`config.mk`:
```
export PLATFORM = sky130hd
export DESIGN_NAME = fma_sum_normalize
export DESIGN_NICKNAME = d
export VERILOG_FILES = /design/src/rtl/fsn_pkg.sv /design/src/rtl/sticky_rshift.sv /design/src/rtl/align_add.sv /design/src/rtl/lead_norm.sv /design/src/rtl/fma_sum_normalize.sv
export SDC_FILE = /design/constraint.sdc
export NUM_CORES = 1
export LEC_CHECK = 0
export CAP_MARGIN = 20
export CORE_MARGIN = 2
export CORE_UTILIZATION = 58
export CTS_CLUSTER_SIZE = 8
export DETAILED_ROUTE_END_ITERATION = 8
export DONT_BUFFER_PORTS = 1
export PLACE_DENSITY = 0.79
export SYNTH_ARGS = -nofsm -noshare
export SYNTH_HDL_FRONTEND = slang
export SYNTH_SLANG_ARGS = --single-unit
```
`constraint.sdc`:
```
create_clock -name clk -period 20.8 [get_ports clk]
set_clock_uncertainty 0.15 [all_clocks]
set_input_delay 3.12 -clock clk [delete_from_list [all_inputs] [get_ports clk]]
set_output_delay 3.12 -clock clk [all_outputs]
set_load 0.02 [all_outputs]
```
`src/rtl/fsn_pkg.sv`:
```
package fsn_pkg;
  // Rounding-mode codes. Only the toward-minus-infinity code changes behaviour here.
  typedef enum logic [1:0] {
    RND_NEAREST = 2'b00,
    RND_ZERO    = 2'b01,
    RND_UP      = 2'b10,
    RND_DOWN    = 2'b11
  } rnd_mode_e;

  localparam int unsigned GRS_W = 3;  // guard, round, sticky
endpackage

```
`src/rtl/sticky_rshift.sv`:
```
// Right shift that ORs every discarded one bit into bit 0 of the result.
// An amount of W or more returns only the sticky bit.
module sticky_rshift #(
  parameter int unsigned W    = 27,
  parameter int unsigned SH_W = $clog2(W + 1)
) (
  input  logic [W-1:0]    din,
  input  logic [SH_W-1:0] amt,
  output logic [W-1:0]    dout
);
  logic [W-1:0] lost_mask;
  logic         lost;

  always_comb begin
    lost_mask = ~({W{1'b1}} << amt);
    lost      = |(din & lost_mask);
    dout      = (din >> amt) | {{(W-1){1'b0}}, lost};
  end
endmodule

```
`src/rtl/align_add.sv`:
```
// Exponent compare, sticky alignment and signed-magnitude add/subtract.
module align_add
  import fsn_pkg::*;
#(
  parameter int unsigned MAN_W = 24,
  parameter int unsigned EXP_W = 10,
  localparam int unsigned SIG_W = MAN_W + GRS_W,
  localparam int unsigned SH_W  = $clog2(SIG_W + 1)
) (
  input  logic                    prod_sign,
  input  logic signed [EXP_W-1:0] prod_exp,
  input  logic [SIG_W-1:0]        prod_sig,
  input  logic                    acc_sign,
  input  logic signed [EXP_W-1:0] acc_exp,
  input  logic [MAN_W-1:0]        acc_sig,
  input  logic [1:0]              round_mode,
  output logic                    sum_sign,
  output logic signed [EXP_W-1:0] sum_exp,
  output logic [SIG_W-1:0]        sum_sig,
  output logic                    sum_zero
);
  logic signed [EXP_W:0] ediff;
  logic [EXP_W:0]        gap;
  logic                  acc_bigger;
  logic [SH_W-1:0]       amt, prod_amt, acc_amt;
  logic [SIG_W-1:0]      acc_ext, prod_al, acc_al;
  logic signed [EXP_W-1:0] big_exp;
  logic [SIG_W:0]        wide;
  logic                  acc_ge;

  assign acc_ext = {acc_sig, {GRS_W{1'b0}}};

  always_comb begin
    ediff      = {acc_exp[EXP_W-1], acc_exp} - {prod_exp[EXP_W-1], prod_exp};
    acc_bigger = ediff > 0;
    gap        = acc_bigger ? ediff : -ediff;
    if (gap >= (EXP_W+1)'(SIG_W)) amt = SH_W'(SIG_W);
    else                          amt = gap[SH_W-1:0];
    prod_amt = acc_bigger ? amt : '0;
    acc_amt  = acc_bigger ? '0  : amt;
    big_exp  = acc_bigger ? acc_exp : prod_exp;
  end

  sticky_rshift #(.W(SIG_W), .SH_W(SH_W)) u_prod_shift (
    .din(prod_sig), .amt(prod_amt), .dout(prod_al));
  sticky_rshift #(.W(SIG_W), .SH_W(SH_W)) u_acc_shift (
    .din(acc_ext), .amt(acc_amt), .dout(acc_al));

  always_comb begin
    acc_ge   = acc_al >= prod_al;
    sum_zero = 1'b0;
    sum_exp  = big_exp;
    if (acc_sign == prod_sign) begin
      wide     = {1'b0, acc_al} + {1'b0, prod_al};
      sum_sign = acc_sign;
      if (wide[SIG_W]) begin
        sum_sig = wide[SIG_W:1] | {{(SIG_W-1){1'b0}}, wide[0]};
        sum_exp = big_exp + EXP_W'(1);
      end else begin
        sum_sig = wide[SIG_W-1:0];
      end
    end else begin
      wide     = '0;
      sum_sig  = acc_ge ? (acc_al - prod_al) : (prod_al - acc_al);
      sum_sign = acc_ge ? acc_sign : prod_sign;
      if (sum_sig == '0) begin
        sum_zero = 1'b1;
        sum_sign = (round_mode == RND_DOWN);
      end
    end
  end
endmodule

```
`src/rtl/lead_norm.sv`:
```
// Leading-zero count and left shift that brings the top bit to SIG_W-1.
module lead_norm #(
  parameter int unsigned SIG_W = 27,
  parameter int unsigned EXP_W = 10,
  localparam int unsigned LZ_W = $clog2(SIG_W + 1)
) (
  input  logic [SIG_W-1:0]        din,
  input  logic signed [EXP_W-1:0] exp_in,
  output logic [SIG_W-1:0]        dout,
  output logic signed [EXP_W-1:0] exp_out
);
  logic [LZ_W-1:0] lz;
  logic            found;

  always_comb begin
    lz    = '0;
    found = 1'b0;
    for (int i = SIG_W - 1; i >= 0; i--) begin
      if (!found) begin
        if (din[i]) found = 1'b1;
        else        lz    = lz + LZ_W'(1);
      end
    end
    dout    = din << lz;
    exp_out = exp_in - EXP_W'(lz);
  end
endmodule

```
`src/rtl/fma_sum_normalize.sv`:
```
module fma_sum_normalize
  import fsn_pkg::*;
#(
  parameter int unsigned MAN_W = 24,
  parameter int unsigned EXP_W = 10,
  localparam int unsigned SIG_W = MAN_W + GRS_W
) (
  input  logic                    clk,
  input  logic                    rst_n,
  input  logic                    in_valid,
  input  logic                    prod_sign,
  input  logic signed [EXP_W-1:0] prod_exp,
  input  logic [SIG_W-1:0]        prod_sig,
  input  logic                    acc_sign,
  input  logic signed [EXP_W-1:0] acc_exp,
  input  logic [MAN_W-1:0]        acc_sig,
  input  logic [1:0]              round_mode,
  output logic                    out_valid,
  output logic                    out_sign,
  output logic signed [EXP_W-1:0] out_exp,
  output logic [SIG_W-1:0]        out_sig,
  output logic                    out_zero
);
  // ---------------- stage 1: align and add ----------------
  logic                    a_sign, a_zero;
  logic signed [EXP_W-1:0] a_exp;
  logic [SIG_W-1:0]        a_sig;

  align_add #(.MAN_W(MAN_W), .EXP_W(EXP_W)) u_align_add (
    .prod_sign(prod_sign), .prod_exp(prod_exp), .prod_sig(prod_sig),
    .acc_sign(acc_sign),   .acc_exp(acc_exp),   .acc_sig(acc_sig),
    .round_mode(round_mode),
    .sum_sign(a_sign), .sum_exp(a_exp), .sum_sig(a_sig), .sum_zero(a_zero));

  logic                    s1_valid, s1_sign, s1_zero;
  logic signed [EXP_W-1:0] s1_exp;
  logic [SIG_W-1:0]        s1_sig;
  logic                    s1_en;

  always_comb s1_en = in_valid;

  always_ff @(posedge clk or negedge rst_n) begin
    if (!rst_n) begin
      s1_valid <= 1'b0;
      s1_sign  <= 1'b0;
      s1_zero  <= 1'b0;
      s1_exp   <= '0;
      s1_sig   <= '0;
    end else begin
      s1_valid <= in_valid;
      if (s1_en) begin
        s1_sign <= a_sign;
        s1_zero <= a_zero;
        s1_exp  <= a_exp;
        s1_sig  <= a_sig;
      end
    end
  end

  // Larger input exponent, formed apart from the aligner for checking.
  logic signed [EXP_W-1:0] exp_max;
  always_comb exp_max = (acc_exp > prod_exp) ? acc_exp : prod_exp;


  align_exp_chk: assert property (@(posedge clk) disable iff (!rst_n)
    in_valid |=> (s1_zero || s1_exp == $past(exp_max) ||
                  s1_exp == $past(exp_max) + EXP_W'(1)));

  // ---------------- stage 2: normalise ----------------
  logic [SIG_W-1:0]        n_sig;
  logic signed [EXP_W-1:0] n_exp;

  lead_norm #(.SIG_W(SIG_W), .EXP_W(EXP_W)) u_norm (
    .din(s1_sig), .exp_in(s1_exp), .dout(n_sig), .exp_out(n_exp));

  logic                    o_sign_d, o_zero_d;
  logic signed [EXP_W-1:0] o_exp_d;
  logic [SIG_W-1:0]        o_sig_d;
  logic                    o_en;

  always_comb begin
    o_en     = s1_valid;
    o_sign_d = s1_sign;
    o_zero_d = s1_zero;
    o_exp_d  = s1_zero ? '0 : n_exp;
    o_sig_d  = s1_zero ? '0 : n_sig;
  end

  always_ff @(posedge clk or negedge rst_n) begin
    if (!rst_n) begin
      out_valid <= 1'b0;
      out_sign  <= 1'b0;
      out_zero  <= 1'b0;
      out_exp   <= '0;
      out_sig   <= '0;
    end else begin
      out_valid <= s1_valid;
      if (o_en) begin
        out_sign <= o_sign_d;
        out_zero <= o_zero_d;
        out_exp  <= o_exp_d;
        out_sig  <= o_sig_d;
      end
    end
  end


  valid_latency_chk: assert property (@(posedge clk) disable iff (!rst_n)
    in_valid |=> ##1 out_valid);


  idle_latency_chk: assert property (@(posedge clk) disable iff (!rst_n)
    !in_valid |=> ##1 !out_valid);


  norm_msb_chk: assert property (@(posedge clk) disable iff (!rst_n)
    (out_valid && !out_zero) |-> out_sig[SIG_W-1]);


  zero_sign_chk: assert property (@(posedge clk) disable iff (!rst_n)
    (out_valid && out_zero) |->
      (out_sig == '0 && out_sign == ($past(round_mode, 2) == RND_DOWN)));
endmodule

```
* After elaboration in Yosys (flattened, before gate mapping) *
Index checks and enable logic that the tools add are counted.

word-level totals
  word-level logic and storage cells = 184
  input bits = 78
  register bits after elaboration = 80
  output and inout bits = 40

cells by class
  shift operators = 5
  $add $sub $neg = 33
  bitwise logic cells = 7
  reductions and logical operators = 3
  magnitude comparators = 3
  eq/ne operators = 2
  multiplexer cells = 121

operators with widths
  kind                   count
  $mux 5                 55
  $add 5x1->5 const B    25
  $mux 27                4
  $or 27x1->27           3
  $mux 1                 57
  $and 27x27->27         2
  $not 27->27            2
  $reduce_or 27->1       2
  $shl 27x5->27 const A  2
  $shr 27x5->27          2
  $sub 27x27->27         2
  $mux 10                4
  $add 27x27->28         1
  $ge 27x27->1           1
  $logic_not 27->1       1
  $shl 27x5->27          1
  $ge 11x5->1 const B    1
  $gt 11x1->1 const B    1
  $mux 11                1
  $neg 11->11            1
  $sub 10x10->11         1
  $add 10x2->10 const B  1
  $sub 10x5->10          1
  $add 1x1->2 const B    1
  2 further kinds        2

* Longest topological paths before layout *
  depth after elaboration = 81
  mapped depth = 93
  gate-level depth less buffers = 90

* Modules after synthesis *
Synthesis repeated with hierarchy kept, for this count alone.

unflattened totals
  cells, all modules = 2,369
  area total of the unflattened synthesis = 18,071.1 um^2

by module, submodules not included
  module             area each (um^2)  cells an instance  sequential area each (um^2)  times used
  align_add          6,451.2           971                0.0                          1
  lead_norm          4,852.2           728                0.0                          1
  sticky_rshift      1,780.5           211                0.0                          2
  fma_sum_normalize  3,206.8           248                2,001.9                      1

* Worst setup path before layout *
OpenSTA, ideal clock, no wires.

  kind = reg-to-reg
  start = reg s1_sig[25]
  end = reg out_exp[9]
  setup slack = 4.354 ns
  required time = 20.529 ns
  stages on the path, launching flop included = 93
  library setup time = 0.121 ns
  period minus slack after synthesis = 16.446 ns
  path buffers = 3
  arrival = 16.175 ns
  cell sequence = dfrtp_1 -> inv_1 -> a21oi_1 -> ha_1 -> o31a_1 -> ha_1 -> mux2i_1 -> a21boi_0 -> ha_1 -> nand3_1 -> nand2_1 -> ha_1 -> mux2i_1 -> o21ai_0 -> ha_1 -> mux2i_1 -> o21ai_0 -> nand3_1 -> (+57 left out) -> mux2i_1 -> nor2_1 -> a21oi_1 -> nor2_1 -> a21oi_1 -> o21ai_0 -> a21boi_0 -> buf_1 -> clkbuf_1 -> clkbuf_1 -> ha_1 -> a21o_1 -> a21o_1 -> a31oi_1 -> nand2_1 -> nor3_1 -> xor2_1 -> a22o_1

on the way
  longest elaborated chain between the ends = 79
  elaborated cells between the ends (all ways) = 105

ends and longest elaborated chain
  element                   RTL line                  source
  start: declaration        fma_sum_normalize.sv:37   logic [SIG_W-1:0] s1_sig;
  start signal: assignment  fma_sum_normalize.sv:55   s1_sig <= a_sig;
  $mux 5                    lead_norm.sv:20           if (din[i]) found = 1'b1;
  $mux 5                    lead_norm.sv:19           if (!found) begin
  $add 5x1->5               lead_norm.sv:21           else lz = lz + LZ_W'(1);
  $mux 5                    lead_norm.sv:20
  $mux 5                    lead_norm.sv:19
  $add 5x1->5               lead_norm.sv:21
  $mux 5                    lead_norm.sv:20
  $mux 5                    lead_norm.sv:19
  (+63 left out)            n/a
  $add 5x1->5               lead_norm.sv:21
  $mux 5                    lead_norm.sv:20
  $mux 5                    lead_norm.sv:19
  $add 5x1->5               lead_norm.sv:21
  $mux 5                    lead_norm.sv:20
  $mux 5 (*)                lead_norm.sv:19
  $sub 10x5->10 (*)         lead_norm.sv:25           exp_out = exp_in - EXP_W'(lz);
  $mux 10 (*)               fma_sum_normalize.sv:85   o_exp_d = s1_zero ? '0 : n_exp;
  end signal: assignment    fma_sum_normalize.sv:101  out_exp <= o_exp_d;
  end: declaration          fma_sum_normalize.sv:20   output logic signed [EXP_W-1:0] out_exp,

Mark *: on every way between the ends. The rest lies on a longest branch, timed or not.
A chain may end at the register's enable or synchronous reset.

* Worst setup path in the final report *
Ends and elaborated chain as after synthesis.

==> summary.txt <==
Outcome: completed
Max_slew headroom: 27.38%
Worst Setup End Kind: flop
TritonCTS Sinks: 80
Slew Limit Fails: 0
CTS buffer count: 9
Core outline area: 28700 sq um
Setup-failing EPs final: 0
Final Instance Area: 17490 sq um
TNS Setup: 0 ns
Final ANT Viol Nets: 0
Grt ovf: 0
Register area share after synthesis: 11.84%
Worst skew pair latency: 0.34 ns
Largest cells by area after synthesis: dfrtp_1 12%, mux2i_1 10%, ha_1 9.0%, a21oi_1 5.7%, nand2_1 5.4%
Max rail drop VDD: 70.34 uV
DRC violations left: 0
Power Total: 0.002188 W
Hold Path Class: reg -> reg
Synthesis Warnings: 0
Async S/R FF share, synth: 100.0%
Final WL: 58440 microns
Wirelength per Cell: 22.13 microns
Final Hold Viols: 0
Die height: 174.7 microns
DP Area: 17140 sq um
Crit path kind: reg -> reg
H-tree lvl count: 3
Top Ports: 118
Number of distinct library cells after synthesis: 103
Layout fillers: 2687
Layout cells sized above 1: 6.868%
Pre-antenna DRT Iters: 7
CP required: 20.87 ns
Vias in the first global route: 17333
Hold Buf Count CTS: 0
Post-synth EDFFs: 0
Ys flop type: dfrtp_1
GRT Resource Usage Total: 37.10%
Cell Rows: 62
Die footprint: 30520 sq um
Post-Synthesis Net Count: 2552
DP Wirelength: 46310 microns
Via density: 6.885
PortBufs: 0
Antenna fix cells: 0
Avg Inst Size Synth: 7.201 sq um
Worst-margin pin slew: 1.084 ns
Post-synthesis register bit count: 80
Crit path largest cell delay: 0.56 ns
Resized cells post-CTS: 0
Final net count: 2457
Area leader, netlist: dfrtp_1
Clock root cell: clkbuf_16
Fmax: 0.05657 GHz
Startpoint Class: flop
Count leader, synth: nand2_1
Max-cap violations: 0
Total power divided by cell area: 125.1 nW/um^2
Pin count of the biggest net entering global routing: 81
First-pass GRT wire length: 93050 microns
First-iteration detailed-routing DRC count: 2131
Post-Synthesis Cells: 2347
Via count: 18182
Period Utilization, post-route: 84.99%
CP max FO: 9
RSZ-0062 raised after global routing: no
Mapped Area: 16900 sq um
Top cell type's share of synthesized area: 11.84%
Arrival @ worst endpoint: 17.75 ns
Die Width: 174.7 microns
Starting Density: 58.88%
Post-synth top cells: 245 x nand2_1, 226 x nor2_1, 191 x a21oi_1
Min Tclk post-route: 17.68 ns
TritonCTS clock tree: built
Max Root-Sink Buffers: 2
Pleak: 7.557 nW
Setup Fix Bufs, Post-CTS: 0
Most numerous cell on the critical path: ha_1
GP Congestion: 1.007
Area growth syn-to-layout: 3.465%
Clock slew at reported path FFs: 0.07 ns
Initial antenna violation count: 0
Highest-delay cell along the critical path: a21oi_1
## worst max-delay path, delay by kind of cell, from the launching register on
kind | cells | cell delay (ns)
AOI/OAI and AO/OA | 23 | 4.56
xor gates and xnor gates | 1 | 0.09
adders and majority gates | 25 | 7.55
buffers and inverters | 3 | 0.26
DFF | 1 | 0.52
muxes | 12 | 1.86
and+or+nand+nor | 22 | 2.58
## metal layers
layer	vias to the layer above	track usage (%)	share of wire [%]
met5	-	0	0
met4	0	17.92	5.3
met3	228	5.135	9.0
met2	1038	63.09	47
met1	8481	46.20	39
li1	8435	-	-
## final cells by class
class / instances / area (sq um) / area share [%]
well taps: 384 / 480.5 / 2.748
repair buffers: 28 / 214.0 / 1.224
inverters: 115 / 431.7 / 2.469
clock inverters: 7 / 107.6 / 0.6153
flip-flops and latches: 80 / 2002 / 11.45
clock buffers: 9 / 225.2 / 1.288
multi-input cells: 2018 / 14030 / 80.21
## worst paths after layout
check | startpoint | endpoint | slack [ns] | cells after the start
worst max-delay path | s1_sig[25] | out_exp[9] | 3.12 | 86
worst min-delay path | o_sign_d | out_sign | 0.37 | 1
worst max register to register | s1_sig[25] | out_exp[9] | 3.12 | 86
worst min register to register | o_sign_d | out_sign | 0.37 | 1
max in group asynchronous | rst_n | s1_sig[11] | 18.05 | 0
min in group asynchronous | rst_n | out_sig[14] | 2.32 | 0
## cells by family (layout without fill, tap and decap cells)
logic type | count (synthesis) | count (layout) | synth area share (%)
AO/OA/AOI/OAI | 742 | 742 | 29.38
buffers and inverters | 249 | 159 | 5.722
flip-flops | 80 | 80 | 11.84
adder cells (fa/ha/maj) | 131 | 131 | 9.861
multiplexers | 221 | 221 | 13.67
XOR/XNOR | 117 | 117 | 6.855
AND/OR/NAND/NOR | 807 | 807 | 22.68
## state kept, by name, indices dropped and copies added (netlist names)
name / flops
out_sig: 27
s1_sig: 27
out_exp: 10
s1_exp: 10
o_en: 1
o_sign_d: 1
o_zero_d: 1
out_sign: 1
out_valid: 1
out_zero: 1
## placed cells by master, fill, tap and decap left out, types with 79 or more instances in the layout
cell type,instances
nand2_1,245
nor2_1,224
a21oi_1,191
o21ai_0,171
mux2i_1,170
ha_1,122
inv_1,112
nand3_1,85
dfrtp_1,80
xnor2_1,79
## power breakdown
part | internal (W) | total, W | leakage, nW | switching, W
Sequential | 0.000218 | 0.000366 | 0.969 | 0.000148
Clock | 0.000108 | 0.000176 | 0.160 | 0.0000685
Combinational | 0.000626 | 0.00165 | 6.43 | 0.00102
Total | 0.000952 | 0.00219 | 7.56 | 0.00124
## through the flow
| stage | hold slack (ns) | utilization [%] | cells | setup slack, ns |
|---|---|---|---|---|
| after CTS | 0.3805 | 60.88 | 2640 | 3.412 |
| after floorplan | 0.2019 | - | 2347 | 4.354 |
| after global placement | 0.3439 | 59.73 | 2624 | 4.034 |
| after global routing | 0.4098 | 60.92 | 2641 | 1.781 |
| final | 0.3745 | 60.92 | 2641 | 3.123 |
| after detailed placement | 0.3643 | 59.73 | 2624 | 3.488 |
(Power assumes the default switching activity.)
